<file path="src/rtl/nas_pkg.sv">
package nas_pkg;
  localparam int ADDR_W    = 24;
  localparam int PHASE_BIT = 19;
  localparam int OPS_LSB   = 3;
  localparam int OPE_LSB   = 11;
  localparam int ENDV_BIT  = 20;
  localparam int ACNT_LSB  = 21;
  localparam int ACNT_W    = 3;
  localparam int RELCE_BIT = 21;

  typedef enum logic [1:0] {
    BK_CMD  = 2'd0,
    BK_ADDR = 2'd1,
    BK_WR   = 2'd2,
    BK_RD   = 2'd3
  } byte_kind_t;

  typedef struct packed {
    logic              data_phase;
    logic              is_read;
    logic [7:0]        op_start;
    logic [7:0]        op_end;
    logic              end_valid;
    logic [ACNT_W-1:0] n_addr;
    logic              rel_ce;
  } acc_t;
endpackage

</file>
<file path="src/rtl/nas_decode.sv">
module nas_decode
  import nas_pkg::*;
(
  input  logic [ADDR_W-1:0] addr,
  input  logic              we,
  output acc_t              acc
);
  logic unused_addr_bits;
  assign unused_addr_bits = ^addr[OPS_LSB-1:0];

  always_comb begin
    acc            = '0;
    acc.data_phase = addr[PHASE_BIT];
    acc.is_read    = ~we;
    acc.op_start   = addr[OPS_LSB +: 8];
    acc.op_end     = addr[OPE_LSB +: 8];
    acc.end_valid  = addr[ENDV_BIT];
    acc.n_addr     = addr[ACNT_LSB +: ACNT_W];
    acc.rel_ce     = addr[RELCE_BIT];
  end
endmodule

</file>
<file path="src/rtl/nas_strobe_engine.sv">
module nas_strobe_engine
  import nas_pkg::*;
#(
  parameter int LOW_W  = 2,
  parameter int HIGH_W = 2
) (
  input  logic       clk,
  input  logic       rst,
  input  logic       start,
  input  byte_kind_t kind,
  input  logic [7:0] wbyte,
  input  logic [7:0] dq_in,
  output logic       we_n,
  output logic       re_n,
  output logic       cle,
  output logic       ale,
  output logic       dq_oe,
  output logic [7:0] dq_out,
  output logic [7:0] rbyte,
  output logic       done
);
  localparam int MAXW = (LOW_W > HIGH_W) ? LOW_W : HIGH_W;
  localparam int CW   = $clog2(MAXW + 1);

  typedef enum logic [1:0] {EG_IDLE, EG_LOW, EG_HIGH} eg_t;
  eg_t        st_q;
  logic [CW-1:0] cnt_q;
  byte_kind_t kind_q;

  assign done = (st_q == EG_HIGH) && (cnt_q == '0);

  always_ff @(posedge clk) begin
    if (rst) begin
      st_q   <= EG_IDLE;
      cnt_q  <= '0;
      kind_q <= BK_CMD;
      we_n   <= 1'b1;
      re_n   <= 1'b1;
      cle    <= 1'b0;
      ale    <= 1'b0;
      dq_oe  <= 1'b0;
      dq_out <= '0;
      rbyte  <= '0;
    end else begin
      case (st_q)
        EG_IDLE: if (start) begin
          kind_q <= kind;
          cle    <= (kind == BK_CMD);
          ale    <= (kind == BK_ADDR);
          dq_out <= wbyte;
          dq_oe  <= (kind != BK_RD);
          we_n   <= (kind == BK_RD);
          re_n   <= (kind != BK_RD);
          cnt_q  <= CW'(LOW_W - 1);
          st_q   <= EG_LOW;
        end
        EG_LOW: begin
          if (cnt_q == '0) begin
            we_n  <= 1'b1;
            re_n  <= 1'b1;
            if (kind_q == BK_RD) rbyte <= dq_in;
            cnt_q <= CW'(HIGH_W - 1);
            st_q  <= EG_HIGH;
          end else begin
            cnt_q <= cnt_q - 1'b1;
          end
        end
        EG_HIGH: begin
          if (cnt_q == '0) begin
            cle   <= 1'b0;
            ale   <= 1'b0;
            dq_oe <= 1'b0;
            st_q  <= EG_IDLE;
          end else begin
            cnt_q <= cnt_q - 1'b1;
          end
        end
        default: st_q <= EG_IDLE;
      endcase
    end
  end

  // Run-length counters of strobe low time, used by the width checks.
  logic [7:0] we_low_run, re_low_run;
  always_ff @(posedge clk) begin
    if (rst) begin
      we_low_run <= '0;
      re_low_run <= '0;
    end else begin
      we_low_run <= we_n ? 8'd0 : we_low_run + 8'd1;
      re_low_run <= re_n ? 8'd0 : re_low_run + 8'd1;
    end
  end

  AST_CLE_ALE_EXCL: assert property (@(posedge clk) disable iff (rst) !(cle && ale));
  AST_WE_LOW_WIDTH: assert property (@(posedge clk) disable iff (rst) $rose(we_n) |-> (we_low_run == 8'(LOW_W)));
  AST_RE_LOW_WIDTH: assert property (@(posedge clk) disable iff (rst) $rose(re_n) |-> (re_low_run == 8'(LOW_W)));
  AST_READ_NO_DRIVE: assert property (@(posedge clk) disable iff (rst) !re_n |-> !dq_oe);
endmodule

</file>
<file path="src/rtl/nas_ready_flag.sv">
module nas_ready_flag (
  input  logic clk,
  input  logic rst,
  input  logic rb_pin,
  input  logic clr,
  output logic flag
);
  logic rb_s1, rb_s2, rb_q;
  logic went_ready;

  assign went_ready = rb_s2 & ~rb_q;

  always_ff @(posedge clk) begin
    if (rst) begin
      rb_s1 <= 1'b1;
      rb_s2 <= 1'b1;
      rb_q  <= 1'b1;
      flag  <= 1'b0;
    end else begin
      rb_s1 <= rb_pin;
      rb_s2 <= rb_s1;
      rb_q  <= rb_s2;
      if (went_ready)  flag <= 1'b1;
      else if (clr)    flag <= 1'b0;
    end
  end

  AST_FLAG_SETS: assert property (@(posedge clk) disable iff (rst) went_ready |=> flag);
  AST_FLAG_RISE_CAUSE: assert property (@(posedge clk) disable iff (rst) $rose(flag) |-> ($past(rb_s2) && !$past(rb_q)));
endmodule

</file>
<file path="src/rtl/nas_sequencer.sv">
module nas_sequencer
  import nas_pkg::*;
#(
  parameter int WORD_W = 32,
  parameter int GAP_W  = 6
) (
  input  logic              clk,
  input  logic              rst,
  input  logic              bus_req,
  input  acc_t              acc_i,
  input  logic [WORD_W-1:0] bus_wdata,
  output logic              bus_ack,
  output logic [WORD_W-1:0] bus_rdata,
  output logic              ce_n,
  output logic              eng_start,
  output byte_kind_t        eng_kind,
  output logic [7:0]        eng_wbyte,
  input  logic              eng_done,
  input  logic [7:0]        eng_rbyte
);
  localparam int BYTES = WORD_W / 8;
  localparam int IDX_W = (BYTES > 1) ? $clog2(BYTES) : 1;
  localparam int GCW   = $clog2(GAP_W + 1);

  typedef enum logic [2:0] {
    ST_IDLE, ST_START, ST_ADDR, ST_HOLD, ST_DATA, ST_END, ST_FIN
  } st_t;

  st_t               state;
  acc_t              acc_q;
  logic [WORD_W-1:0] wdata_q;
  logic [ACNT_W-1:0] left_q;
  logic [IDX_W-1:0]  idx_q;
  logic              issued_q;
  logic              ack_q;
  logic              ce_n_q;
  logic [GCW-1:0]    gap_q;
  logic              op_active;
  logic              take;

  assign bus_ack = ack_q;
  assign ce_n    = ce_n_q;
  assign take    = bus_req && !ack_q;

  always_comb begin
    eng_kind  = BK_CMD;
    eng_wbyte = 8'h00;
    op_active = 1'b0;
    case (state)
      ST_START: begin
        op_active = 1'b1;
        eng_wbyte = acc_q.op_start;
      end
      ST_ADDR: begin
        op_active = 1'b1;
        eng_kind  = BK_ADDR;
        eng_wbyte = wdata_q[{idx_q, 3'b000} +: 8];
      end
      ST_DATA: begin
        op_active = (gap_q == '0);
        eng_kind  = acc_q.is_read ? BK_RD : BK_WR;
        eng_wbyte = wdata_q[{idx_q, 3'b000} +: 8];
      end
      ST_END: begin
        op_active = 1'b1;
        eng_wbyte = acc_q.op_end;
      end
      default: ;
    endcase
    eng_start = op_active && !issued_q;
  end

  always_ff @(posedge clk) begin
    if (rst) begin
      state    <= ST_IDLE;
      acc_q    <= '0;
      wdata_q  <= '0;
      left_q   <= '0;
      idx_q    <= '0;
      issued_q <= 1'b0;
      ack_q    <= 1'b0;
      ce_n_q   <= 1'b1;
      gap_q    <= '0;
    end else begin
      ack_q <= 1'b0;
      if (eng_start)      issued_q <= 1'b1;
      else if (eng_done)  issued_q <= 1'b0;

      if (eng_done && (state != ST_DATA)) gap_q <= GCW'(GAP_W);
      else if (gap_q != '0)               gap_q <= gap_q - 1'b1;

      case (state)
        ST_IDLE: if (take) begin
          acc_q   <= acc_i;
          wdata_q <= bus_wdata;
          ce_n_q  <= 1'b0;
          idx_q   <= '0;
          left_q  <= acc_i.n_addr;
          state   <= acc_i.data_phase ? ST_DATA : ST_START;
        end
        ST_START: if (eng_done) begin
          if (left_q != '0)         state <= ST_ADDR;
          else if (acc_q.end_valid) state <= ST_END;
          else                      state <= ST_FIN;
        end
        ST_ADDR: if (eng_done) begin
          left_q <= left_q - 1'b1;
          idx_q  <= idx_q + 1'b1;
          if (left_q == ACNT_W'(1)) begin
            state <= acc_q.end_valid ? ST_END : ST_FIN;
          end else if (idx_q == IDX_W'(BYTES - 1)) begin
            state <= ST_HOLD;
            ack_q <= 1'b1;
          end
        end
        ST_HOLD: if (take) begin
          wdata_q <= bus_wdata;
          idx_q   <= '0;
          state   <= ST_ADDR;
        end
        ST_DATA: if (eng_done) begin
          idx_q <= idx_q + 1'b1;
          if (idx_q == IDX_W'(BYTES - 1))
            state <= acc_q.end_valid ? ST_END : ST_FIN;
        end
        ST_END: if (eng_done) state <= ST_FIN;
        ST_FIN: begin
          ack_q <= 1'b1;
          if (acc_q.data_phase && acc_q.rel_ce) ce_n_q <= 1'b1;
          state <= ST_IDLE;
        end
        default: state <= ST_IDLE;
      endcase
    end
  end

  // One capture register per byte lane of the read word.
  for (genvar b = 0; b < BYTES; b++) begin : g_lane
    logic [7:0] lane_q;
    always_ff @(posedge clk) begin
      if (rst) lane_q <= '0;
      else if ((state == ST_DATA) && eng_done && acc_q.is_read && (idx_q == IDX_W'(b)))
        lane_q <= eng_rbyte;
    end
    assign bus_rdata[b*8 +: 8] = lane_q;
  end

  AST_ACK_SINGLE: assert property (@(posedge clk) disable iff (rst) ack_q |=> !ack_q);
  AST_NO_ACCEPT_ON_ACK: assert property (@(posedge clk) disable iff (rst) (ack_q && state == ST_IDLE) |=> (state == ST_IDLE));
  AST_DATA_AFTER_GAP: assert property (@(posedge clk) disable iff (rst) (eng_start && state == ST_DATA) |-> (gap_q == '0));
endmodule

</file>
<file path="src/rtl/nand_addr_seq.sv">
module nand_addr_seq
  import nas_pkg::*;
#(
  parameter int LOW_W  = 2,
  parameter int HIGH_W = 2,
  parameter int GAP_W  = 6,
  parameter int WORD_W = 32
) (
  input  logic              clk,
  input  logic              rst,
  input  logic              bus_req,
  input  logic              bus_we,
  input  logic [ADDR_W-1:0] bus_addr,
  input  logic [WORD_W-1:0] bus_wdata,
  output logic              bus_ack,
  output logic [WORD_W-1:0] bus_rdata,
  output logic              nf_ce_n,
  output logic              nf_cle,
  output logic              nf_ale,
  output logic              nf_we_n,
  output logic              nf_re_n,
  output logic [7:0]        nf_dq_out,
  output logic              nf_dq_oe,
  input  logic [7:0]        nf_dq_in,
  input  logic              nf_rb,
  input  logic              irq_clr,
  output logic              irq_raw
);
  acc_t       acc;
  logic       eng_start, eng_done;
  byte_kind_t eng_kind;
  logic [7:0] eng_wbyte, eng_rbyte;

  nas_decode u_decode (
    .addr (bus_addr),
    .we   (bus_we),
    .acc  (acc)
  );

  nas_sequencer #(.WORD_W(WORD_W), .GAP_W(GAP_W)) u_seq (
    .clk       (clk),
    .rst       (rst),
    .bus_req   (bus_req),
    .acc_i     (acc),
    .bus_wdata (bus_wdata),
    .bus_ack   (bus_ack),
    .bus_rdata (bus_rdata),
    .ce_n      (nf_ce_n),
    .eng_start (eng_start),
    .eng_kind  (eng_kind),
    .eng_wbyte (eng_wbyte),
    .eng_done  (eng_done),
    .eng_rbyte (eng_rbyte)
  );

  nas_strobe_engine #(.LOW_W(LOW_W), .HIGH_W(HIGH_W)) u_eng (
    .clk    (clk),
    .rst    (rst),
    .start  (eng_start),
    .kind   (eng_kind),
    .wbyte  (eng_wbyte),
    .dq_in  (nf_dq_in),
    .we_n   (nf_we_n),
    .re_n   (nf_re_n),
    .cle    (nf_cle),
    .ale    (nf_ale),
    .dq_oe  (nf_dq_oe),
    .dq_out (nf_dq_out),
    .rbyte  (eng_rbyte),
    .done   (eng_done)
  );

  nas_ready_flag u_rdy (
    .clk    (clk),
    .rst    (rst),
    .rb_pin (nf_rb),
    .clr    (irq_clr),
    .flag   (irq_raw)
  );

  AST_CE_DURING_STROBE: assert property (@(posedge clk) disable iff (rst) (!nf_we_n || !nf_re_n) |-> !nf_ce_n);
  AST_SINGLE_STROBE: assert property (@(posedge clk) disable iff (rst) !(!nf_we_n && !nf_re_n));
endmodule

</file>
<file path="config.mk">
export PLATFORM = sky130hd
export DESIGN_NAME = nand_addr_seq
export DESIGN_NICKNAME = d
export VERILOG_FILES = /design/src/rtl/nas_pkg.sv /design/src/rtl/nas_decode.sv /design/src/rtl/nas_strobe_engine.sv /design/src/rtl/nas_ready_flag.sv /design/src/rtl/nas_sequencer.sv /design/src/rtl/nand_addr_seq.sv
export SDC_FILE = /design/constraint.sdc
export NUM_CORES = 1
export LEC_CHECK = 0
export BUFFER_PORTS_ARGS = -buffer_cell sky130_fd_sc_hd__buf_2
export CAP_MARGIN = 20
export CORE_MARGIN = 2
export CORE_UTILIZATION = 54
export DETAILED_ROUTE_END_ITERATION = 10
export PLACE_DENSITY = 0.85
export SLEW_MARGIN = 20
export SYNTH_ARGS = -nofsm -noshare
export SYNTH_HDL_FRONTEND = slang
export SYNTH_SLANG_ARGS = --single-unit
</file>
<file path="constraint.sdc">
create_clock -name clk -period 2.7 [get_ports clk]
set_input_delay 0.81 -clock clk [delete_from_list [all_inputs] [get_ports clk]]
set_output_delay 0.81 -clock clk [all_outputs]
set_load 0.05 [all_outputs]
</file>
; Yosys cells after proc, flatten, opt, wreduce, memory -nomap -nowiden
; Index checks and enable logic that the tools add are counted.
[op_classes]
reduce_logical = 46
mux = 54
bitwise_logic = 3
add_sub_neg = 4
eq_ne = 32
shift = 1
[ops]
columns = operator, count
row1 = $mux W3, 15
row2 = $shiftx A32 B6 Y8, 1
row3 = $pmux W8 S3, 1
row4 = $reduce_and A3 Y1, 8
row5 = $ne A2 B1 Y1 const B, 10
row6 = $pmux W3 S6, 1
row7 = $mux W1, 16
row8 = $mux W2, 8
row9 = $pmux W1 S2, 8
row10 = $reduce_bool A2 Y1, 8
row11 = $pmux W2 S3, 2
row12 = $logic_and A1 B1 Y1, 11
row13 = $eq A2 B2 Y1 const B, 5
row14 = $ne A2 B2 Y1 const B, 5
row15 = $eq A3 B3 Y1 const B, 3
row16 = $reduce_bool A3 Y1, 3
row17 = $logic_not A2 Y1, 4
row18 = $pmux W2 S2, 2
row19 = $reduce_and A8 Y1, 1
row20 = $eq A2 B1 Y1 const B, 3
row21 = $eq A3 B1 Y1 const B, 2
row22 = $eq A3 B2 Y1 const B, 2
row23 = $logic_not A3 Y1, 2
row24 = $pmux W3 S2, 1
row25 = 11 further kinds, 18
[totals]
out_inout_bits = 48
regBits = 129
input_bits = 70
elab_cells = 173

; Longest topological paths before layout
; Gate-level depths: netlist of the first run.
[depth]
depth_word = 6
depth_mapped = 8
mapped_depth_nobuf = 6

; Hierarchy
; A second synthesis of the first run with hierarchy kept.
[hier_totals]
cells_unflattened = 696
area_unflattened_um2 = 5940.7
[modules_own_cells]
columns = module, area_each_um2, n_inst, cells_each, seq_area_each_um2
row1 = nas_sequencer, 4374.2, 1, 513, 1961.9
row2 = nas_strobe_engine, 1270.0, 1, 150, 540.5
row3 = nas_decode, 168.9, 1, 23, 0.0
row4 = nas_ready_flag, 127.6, 1, 10, 80.1

; Worst setup path after synthesis of the first run
; OpenSTA, ideal clock, no wires.
[synth_timing]
kind = reg-to-reg
startpoint = reg u_seq.gap_q[0]
endpoint = reg u_eng.cnt_q[0]
setup_ps = 121
t_arrival_ps = 1924
path_buffers = 0
slack_ps = 655
stages_incl_launch_ff = 5
synth_period_minus_slack_ps = 2045
required_ps = 2579
cell_sequence = dfxtp_1 -> or4b_4 -> a221o_2 -> a211oi_4 -> mux2_2
[synth_between]
elab_chain_cells = 5
[synth_rtl]
columns = element, line_no
row1 = from (decl), nas_sequencer.sv:37  ; logic [GCW-1:0] gap_q;
row2 = from (signal assigned), nas_sequencer.sv:89  ; if (eng_done && (state != ST_DATA)) gap_q <= GCW'(GAP_W);
row3 = from (signal assigned), nas_sequencer.sv:90  ; else if (gap_q != '0) gap_q <= gap_q - 1'b1;
row4 = $logic_not A3 Y1, nas_sequencer.sv:60  ; op_active = (gap_q == '0);
row5 = $pmux W1 S2, nas_sequencer.sv:49  ; case (state)
row6 = $logic_and A1 B1 Y1, nas_sequencer.sv:70  ; eng_start = op_active && !issued_q;
row7 = $ne A2 B2 Y1 (no source line), --
row8 = $reduce_and A3 Y1 (no source line), --
row9 = to (signal assigned), nas_strobe_engine.sv:62  ; cnt_q <= CW'(HIGH_W - 1);
row10 = to (signal assigned), nas_strobe_engine.sv:65  ; cnt_q <= cnt_q - 1'b1;
row11 = to (signal assigned), nas_strobe_engine.sv:75  ; cnt_q <= cnt_q - 1'b1;
row12 = to (decl), nas_strobe_engine.sv:27  ; logic [CW-1:0] cnt_q;
; No other way between the ends.
; A chain may end at the register's enable or synchronous reset.

; Worst setup path after layout of the first run
[layout_timing]
startpoint = reg u_seq.state[0]
endpoint = reg u_seq.g_lane[2].lane_q[5]
[layout_between]
elab_chain_cells = 4
[layout_rtl]
columns = element, line_no
row1 = from (decl), nas_sequencer.sv:29  ; st_t state;
row2 = from (signal assigned), nas_sequencer.sv:99  ; state <= acc_i.data_phase ? ST_DATA : ST_START;
row3 = from (signal assigned), nas_sequencer.sv:110  ; state <= acc_q.end_valid ? ST_END : ST_FIN;
row4 = from (signal assigned), nas_sequencer.sv:124  ; state <= acc_q.end_valid ? ST_END : ST_FIN;
row5 = $eq A3 B3 Y1, nas_sequencer.sv:142  ; else if ((state == ST_DATA) && eng_done && acc_q.is_read && (idx_q == IDX_W'(b)))
row6 = $logic_and A1 B1 Y1 (3 in a row), nas_sequencer.sv:142
row7 = to (signal assigned), nas_sequencer.sv:143  ; lane_q <= eng_rbyte;
row8 = to (decl), nas_sequencer.sv:139  ; logic [7:0] lane_q;
; No other way between the ends.

==> results of run 1 <==
## cell families (layout without fill, tap and decap cells)
logic type | count (synthesis) | in the layout | share of synthesized area [%]
adders and majority gates | 14 | 14 | 3.119
AOI/OAI and AO/OA | 125 | 125 | 14.31
DFF | 129 | 129 | 45.99
xor gates and xnor gates | 2 | 2 | 0.3120
and+or+nand+nor | 223 | 223 | 18.29
buffers and inverters | 57 | 180 | 4.234
muxes | 67 | 67 | 13.75
## worst reg2reg max path, cell delays in order (launching register included)
cell and delay [ns]:
dfxtp_1 0.45, nor4bb_1 0.82, nand3_1 0.63, mux2i_1 0.40, nor2_1 0.08
## Yosys cell counts, drive strengths merged, types with 3 or more instances
cell | number | area (µm²)
nor3 | 8 | 40.04
nand2 | 89 | 334.1
ha | 14 | 175.2
nand2b | 14 | 87.58
a32oi | 3 | 26.28
o21bai | 6 | 45.04
nand3b | 4 | 30.03
and4 | 6 | 52.55
inv | 13 | 48.80
a22oi | 6 | 45.04
o21ai | 14 | 70.07
mux4 | 8 | 180.2
nor2b | 5 | 31.28
clkbuf | 35 | 131.4
a311oi | 4 | 35.03
a21oi | 62 | 310.3
a221o | 3 | 31.28
nor2 | 71 | 266.5
mux2i | 58 | 580.6
a31oi | 6 | 37.54
nand3 | 7 | 35.03
dfxtp | 129 | 2582
buf | 9 | 57.56
a21o | 3 | 23.77
a211oi | 7 | 65.06
or2 | 4 | 25.02
## final cells by class
cell class,instances,share of cell area (%)
repair buffers,135,10.63
inverters,13,0.6982
flip-flops and latches,129,36.95
clock inverters,8,2.130
well taps,136,2.435
clock buffers,24,7.018
multi-input cells,431,40.14
## sequential cells by signal (all words and copies together), names as in the netlist, 3 cells and up
signal	count
u_seq.state	3
u_seq.left_q	3
u_seq.acc_q	20
u_eng.dq_out	8
u_seq.wdata_q	32
u_seq.g_lane.lane_q	32
u_eng.rbyte	8
u_seq.gap_q	3
## power groups by stage
stage | Clock (mW) | Sequential [mW] | Combinational, mW
2_1_floorplan | 0 | 2.57 | 1.62
3_3_place_gp | 0 | 2.46 | 2.19
3_5_place_dp | 0 | 2.49 | 2.29
4_1_cts | 2.46 | 2.45 | 2.34
5_1_grt | 2.53 | 2.49 | 2.57
6_report | 2.45 | 2.46 | 2.36
## how the worst max path moves through the flow
stage | from | endpoint | slack [ns] | cells past startpoint
finish | u_seq.state[0] | u_seq.g_lane[2].lane_q[5] | 0.19 | 4
global route | u_seq.state[0] | u_seq.g_lane[3].lane_q[5] | 0.04 | 4
CTS | u_seq.state[0] | u_seq.g_lane[2].lane_q[5] | 0.23 | 4
detailed placement | u_seq.state[0] | u_seq.g_lane[3].lane_q[6] | 0.40 | 4
global placement | u_seq.state[0] | u_seq.g_lane[3].lane_q[5] | 0.49 | 4
floorplan | u_seq.gap_q[0] | u_eng.cnt_q[0] | 0.66 | 4
## metrics by stage
stage	instances	power, mW	hold slack (ns)	instance area (µm²)	utilization [%]
2_1_floorplan	617	4.188	0.3895	5615	-
3_3_place_gp	844	4.644	0.3932	6350	62.06
3_5_place_dp	844	4.776	0.4000	6350	62.06
4_1_cts	876	7.250	0.4151	6989	68.31
5_1_grt	876	7.591	0.4348	6989	68.31
6_report	876	7.268	0.4141	6989	68.31
## metal layers
metal,track usage (%),wire (µm)
met2,47.47,7750
met4,12.22,350
met3,6.744,976
met1,31.91,5844
met5,0,0
==> metrics.cfg, run 1 <==
[cts]
clk_pin_slew_ns = 0.06
clk_latency_ns = 0.54
clockBufferDepth = 2
postCtsSetupRepairBufs = 0
htree_levels = 4
cts_hold_buf = 0
cts_tree = done
ctsResizeCount = 0
clock-sinks = 129
cts-root-buf = clkbuf_8
cts-buffers-inserted = 17

[cells_and_area]
nFillCells = 723
n_antenna_cell = 0
seq_area_mm2 = 0.002582
multi_input_area_mm2 = 0.002805
layout_commonest_cell = dfxtp_1
layout_common_cells = dfxtp_1, buf_2, nand2_1, nor2_1, a21oi_1
finalNetCount = 811
area_delta_synth_final_pct = 24.47
drive_gt1_share_pct = 25.14

[timing]
rsz0062_at_grt = false
period_needed_ns = 2.505
fin_ws_ns = 0.1950
setup_viol = 0
hold_viol = 0
tightest_slew_ns = 0.8810
drv_slew = 0
setup_tns_ns = 0
slew_headroom_pct = 40.46
fmax_mhz = 399.2
timing.final.crit_share_pct = 92.78
clock_skew_ns = 0.009145

[status]
status = complete, no violations

[yosys]
seq_area_frac_synth_pct = 45.99
netlist_instances = 617
synth_edf_count = 0
ys_ff_latch = 129
synth.avg_cell_area_um2 = 9.101
ys_types = 55
syn_area_mm2 = 0.005615
yosys_warnings = 0
syn_nets = 701
ys.flop_type = dfxtp_1
async_flop_share_pct = 0

[floorplan]
rows = 37
die_h_um = 106.0
die_x_um = 106.0
start_util_pct = 54.89
dieArea_mm2 = 0.01123
ios = 118
core_mm2 = 0.01023

[worst_setup_path]
critPathRequiredTime_ns = 3.12
reg2reg_setup_slack_ns = 0.19
cp_top_family = simple AND/OR/NAND/NOR gates
reg2regPathDepth = 4
end_kind = flip-flop
r2r-start = u_seq.state[0]
cp_max_fo = 13
arrival_ns = 2.92
startpoint_type = flip-flop
reg2reg_to = u_seq.g_lane[2].lane_q[5]
worstPathCellList = nor4bb_1, nand3_1, mux2i_1, nor2_1
path_class = reg2reg
cpPeakStageDelay_ns = 0.82
cp_slowest_cell = nor4bb_1
crit_buf_inv = 0

[detailed_routing]
drc = 0
drt_iter0_markers = 353
postRouteAntennaNets = 0
routed_wl_mm = 14.92
avgRoutedWirePerCell_um = 17.03
via_count = 5023
firstDrtPassIters = 5
via_per_inst = 5.734

[pwr]
internal-power_mw = 4.757
clkPwrFrac_pct = 33.7
comb_power_share_pct = 32.5
power.leakage_nw = 3.154
p_sw_mw = 2.511
switching_share_pct = 34.55
vdd_ir_drop_max_uv = 532.6
p_per_area_mw_per_mm2 = 1040
p_seq_share_pct = 33.8

[hold_path]
hold_depth = 1
min-delay-start = u_rdy.rb_s1
min_to = u_rdy.rb_s2
hold_path_class = reg2reg

[job]
cap_viol_max_count = 0

[global_route]
grt.total_usage_pct = 27.32
grt_pass1_wl_mm = 24.13
antenna_found_initial = 0
gr-total-overflow = 0
grt_pass1_vias = 5072
grt_max_degree = 68

[placed_design]
hpwlAfterDp_mm = 9.980
io_buffers = 114
globalplace.congestion = 0.8883
dp_slack_ns = 0.4009

No activity file was read; power rests on OpenSTA's default activity.
==> inputs of run 2 (changes only) <==
==> constraint.sdc (replaced) <==
create_clock -name clk -period 2.7 [get_ports clk]
set_input_delay 0.54 -clock clk [delete_from_list [all_inputs] [get_ports clk]]
set_output_delay 0.54 -clock clk [all_outputs]
set_load 0.05 [all_outputs]
==> metrics.cfg, run 2 (synthesis gave the netlist of run 1 again) <==
[floorplan]
start_util_pct = 54.89
die_x_um = 106.0
die_h_um = 106.0
ios = 118
rows = 37
core_mm2 = 0.01023
dieArea_mm2 = 0.01123

[cts]
cts_tree = done
cts_hold_buf = 0
cts-root-buf = clkbuf_8
htree_levels = 4
clk_latency_ns = 0.54
clk_pin_slew_ns = 0.06
postCtsSetupRepairBufs = 0
cts-buffers-inserted = 17
clockBufferDepth = 2
clock-sinks = 129
ctsResizeCount = 0

[cells_and_area]
layout_commonest_cell = dfxtp_1
nFillCells = 755
utilization_pct = 68.04
drive_gt1_share_pct = 25.00
layout_common_cells = dfxtp_1, buf_2, nand2_1, nor2_1, a21oi_1
n_antenna_cell = 0
area_delta_synth_final_pct = 23.98
multi_input_area_mm2 = 0.002811
seq_area_mm2 = 0.002582
top_regs = u_seq.g_lane.lane_q: 32 flops, u_seq.wdata_q: 32 flops, u_seq.acc_q: 20 flops
finalNetCount = 807

[detailed_routing]
drc = 0
met3_length_um = 982
wirelength_met1_mm = 5.748
top_layer_used = met4
firstDrtPassIters = 6
drt_iter0_markers = 417
avgRoutedWirePerCell_um = 16.75
via_per_inst = 5.791
wl_met2_mm = 7.426
routed_wl_mm = 14.61
postRouteAntennaNets = 0
via_count = 5050

[pwr]
p_seq_share_pct = 33.9
comb_power_share_pct = 31.9
p_per_area_mw_per_mm2 = 1042
power.leakage_nw = 3.133
p_sw_mw = 2.495
switching_share_pct = 34.40
clkPwrFrac_pct = 34.2
vdd_ir_drop_max_uv = 514.7
internal-power_mw = 4.759

[timing]
timing.final.crit_share_pct = 89.28
setup_tns_ns = 0
clock_skew_ns = 0.007525
tightest_slew_ns = 1.007
hold_viol = 0
period_needed_ns = 2.410
rsz0062_at_grt = false
fmax_mhz = 414.9
slew_headroom_pct = 32.86
setup_viol = 0
whs_ns = 0.1848
drv_slew = 0

[job]
cap_viol_max_count = 0

[worst_setup_path]
reg2regPathDepth = 6
crit_start = u_eng.cnt_q[0]
endpoint = u_seq.g_lane[3].lane_q[0]
path_depth = 6
cp_slowest_cell = nand3_1
cpPeakStageDelay_ns = 0.58
r2r-start = u_eng.cnt_q[0]
arrival_ns = 2.83
end_kind = flip-flop
path_class = reg2reg
reg2reg_setup_slack_ns = 0.29
worstPathCellList = inv_1, ha_1, and2_1, nand3_1, mux2i_1, nor2_1
critPathRequiredTime_ns = 3.12
cp_top_family = simple AND/OR/NAND/NOR gates
startpoint_type = flip-flop
crit_buf_inv = 1
reg2reg_to = u_seq.g_lane[3].lane_q[0]
cp_max_fo = 10

[global_route]
grt_pass1_vias = 4926
gr-total-overflow = 0
grt_max_degree = 69
grt.total_usage_pct = 26.83
antenna_found_initial = 0
grt_pass1_wl_mm = 23.71

[placed_design]
hpwlAfterDp_mm = 9.801
globalplace.congestion = 0.8835
io_buffers = 114

[status]
status = complete, no violations

[hold_path]
hold_path_class = in2reg

==> run 2: worst reg2reg max path, cell delays in order (launching register included) <==
cell	delay, ns
dfxtp_1	0.33
inv_1	0.09
ha_1	0.38
and2_1	0.49
nand3_1	0.58
mux2i_1	0.35
nor2_1	0.06
==> run 2: worst min-delay path by stage <==
stage | to | depth (start not counted) | start
6_report | u_seq.acc_q[21] | 2 | bus_we
5_1_grt | u_rdy.rb_s1 | 2 | nf_rb
4_1_cts | u_seq.acc_q[21] | 2 | bus_we
2_1_floorplan | u_rdy.rb_s2 | 1 | u_rdy.rb_s1
3_5_place_dp | u_rdy.rb_s2 | 1 | u_rdy.rb_s1
3_3_place_gp | u_rdy.rb_s2 | 1 | u_rdy.rb_s1
==> run 2: power groups by stage <==
stage	sequential, mW	combinational (mW)	clock (mW)
detailed placement	2.49	2.24	0
floorplan	2.57	1.62	0
finish	2.46	2.31	2.48
global route	2.49	2.53	2.57
CTS	2.45	2.28	2.49
global placement	2.46	2.16	0
==> run 2: area by class of cell <==
| cell class | count | share of cell area (%) |
|---|---|---|
| Multi-Input combinational cell | 431 | 40.38 |
| Sequential cell | 129 | 37.10 |
| Timing Repair Buffer | 131 | 10.06 |
| Clock buffer | 24 | 7.189 |
| Tap cell | 136 | 2.444 |
| Clock inverter | 8 | 2.121 |
| Inverter | 13 | 0.7009 |
==> run 2: stage by stage <==
step / instance area, µm² / power [mW] / setup WS, ns / instances
floorplan: 5615 / 4.188 / 0.6551 / 617
global placement: 6307 / 4.620 / 0.4141 / 840
detailed placement: 6307 / 4.730 / 0.2501 / 840
CTS: 6955 / 7.215 / 0.1585 / 872
global route: 6962 / 7.597 / 0.1389 / 872
finish: 6962 / 7.254 / 0.2895 / 872
==> run 2: metal layers <==
layer	up-vias	GRT usage [%]
met1	2406	31.72
met3	55	7.787
li1	2362	-
met5	-	0
met2	227	45.94
met4	0	10.62
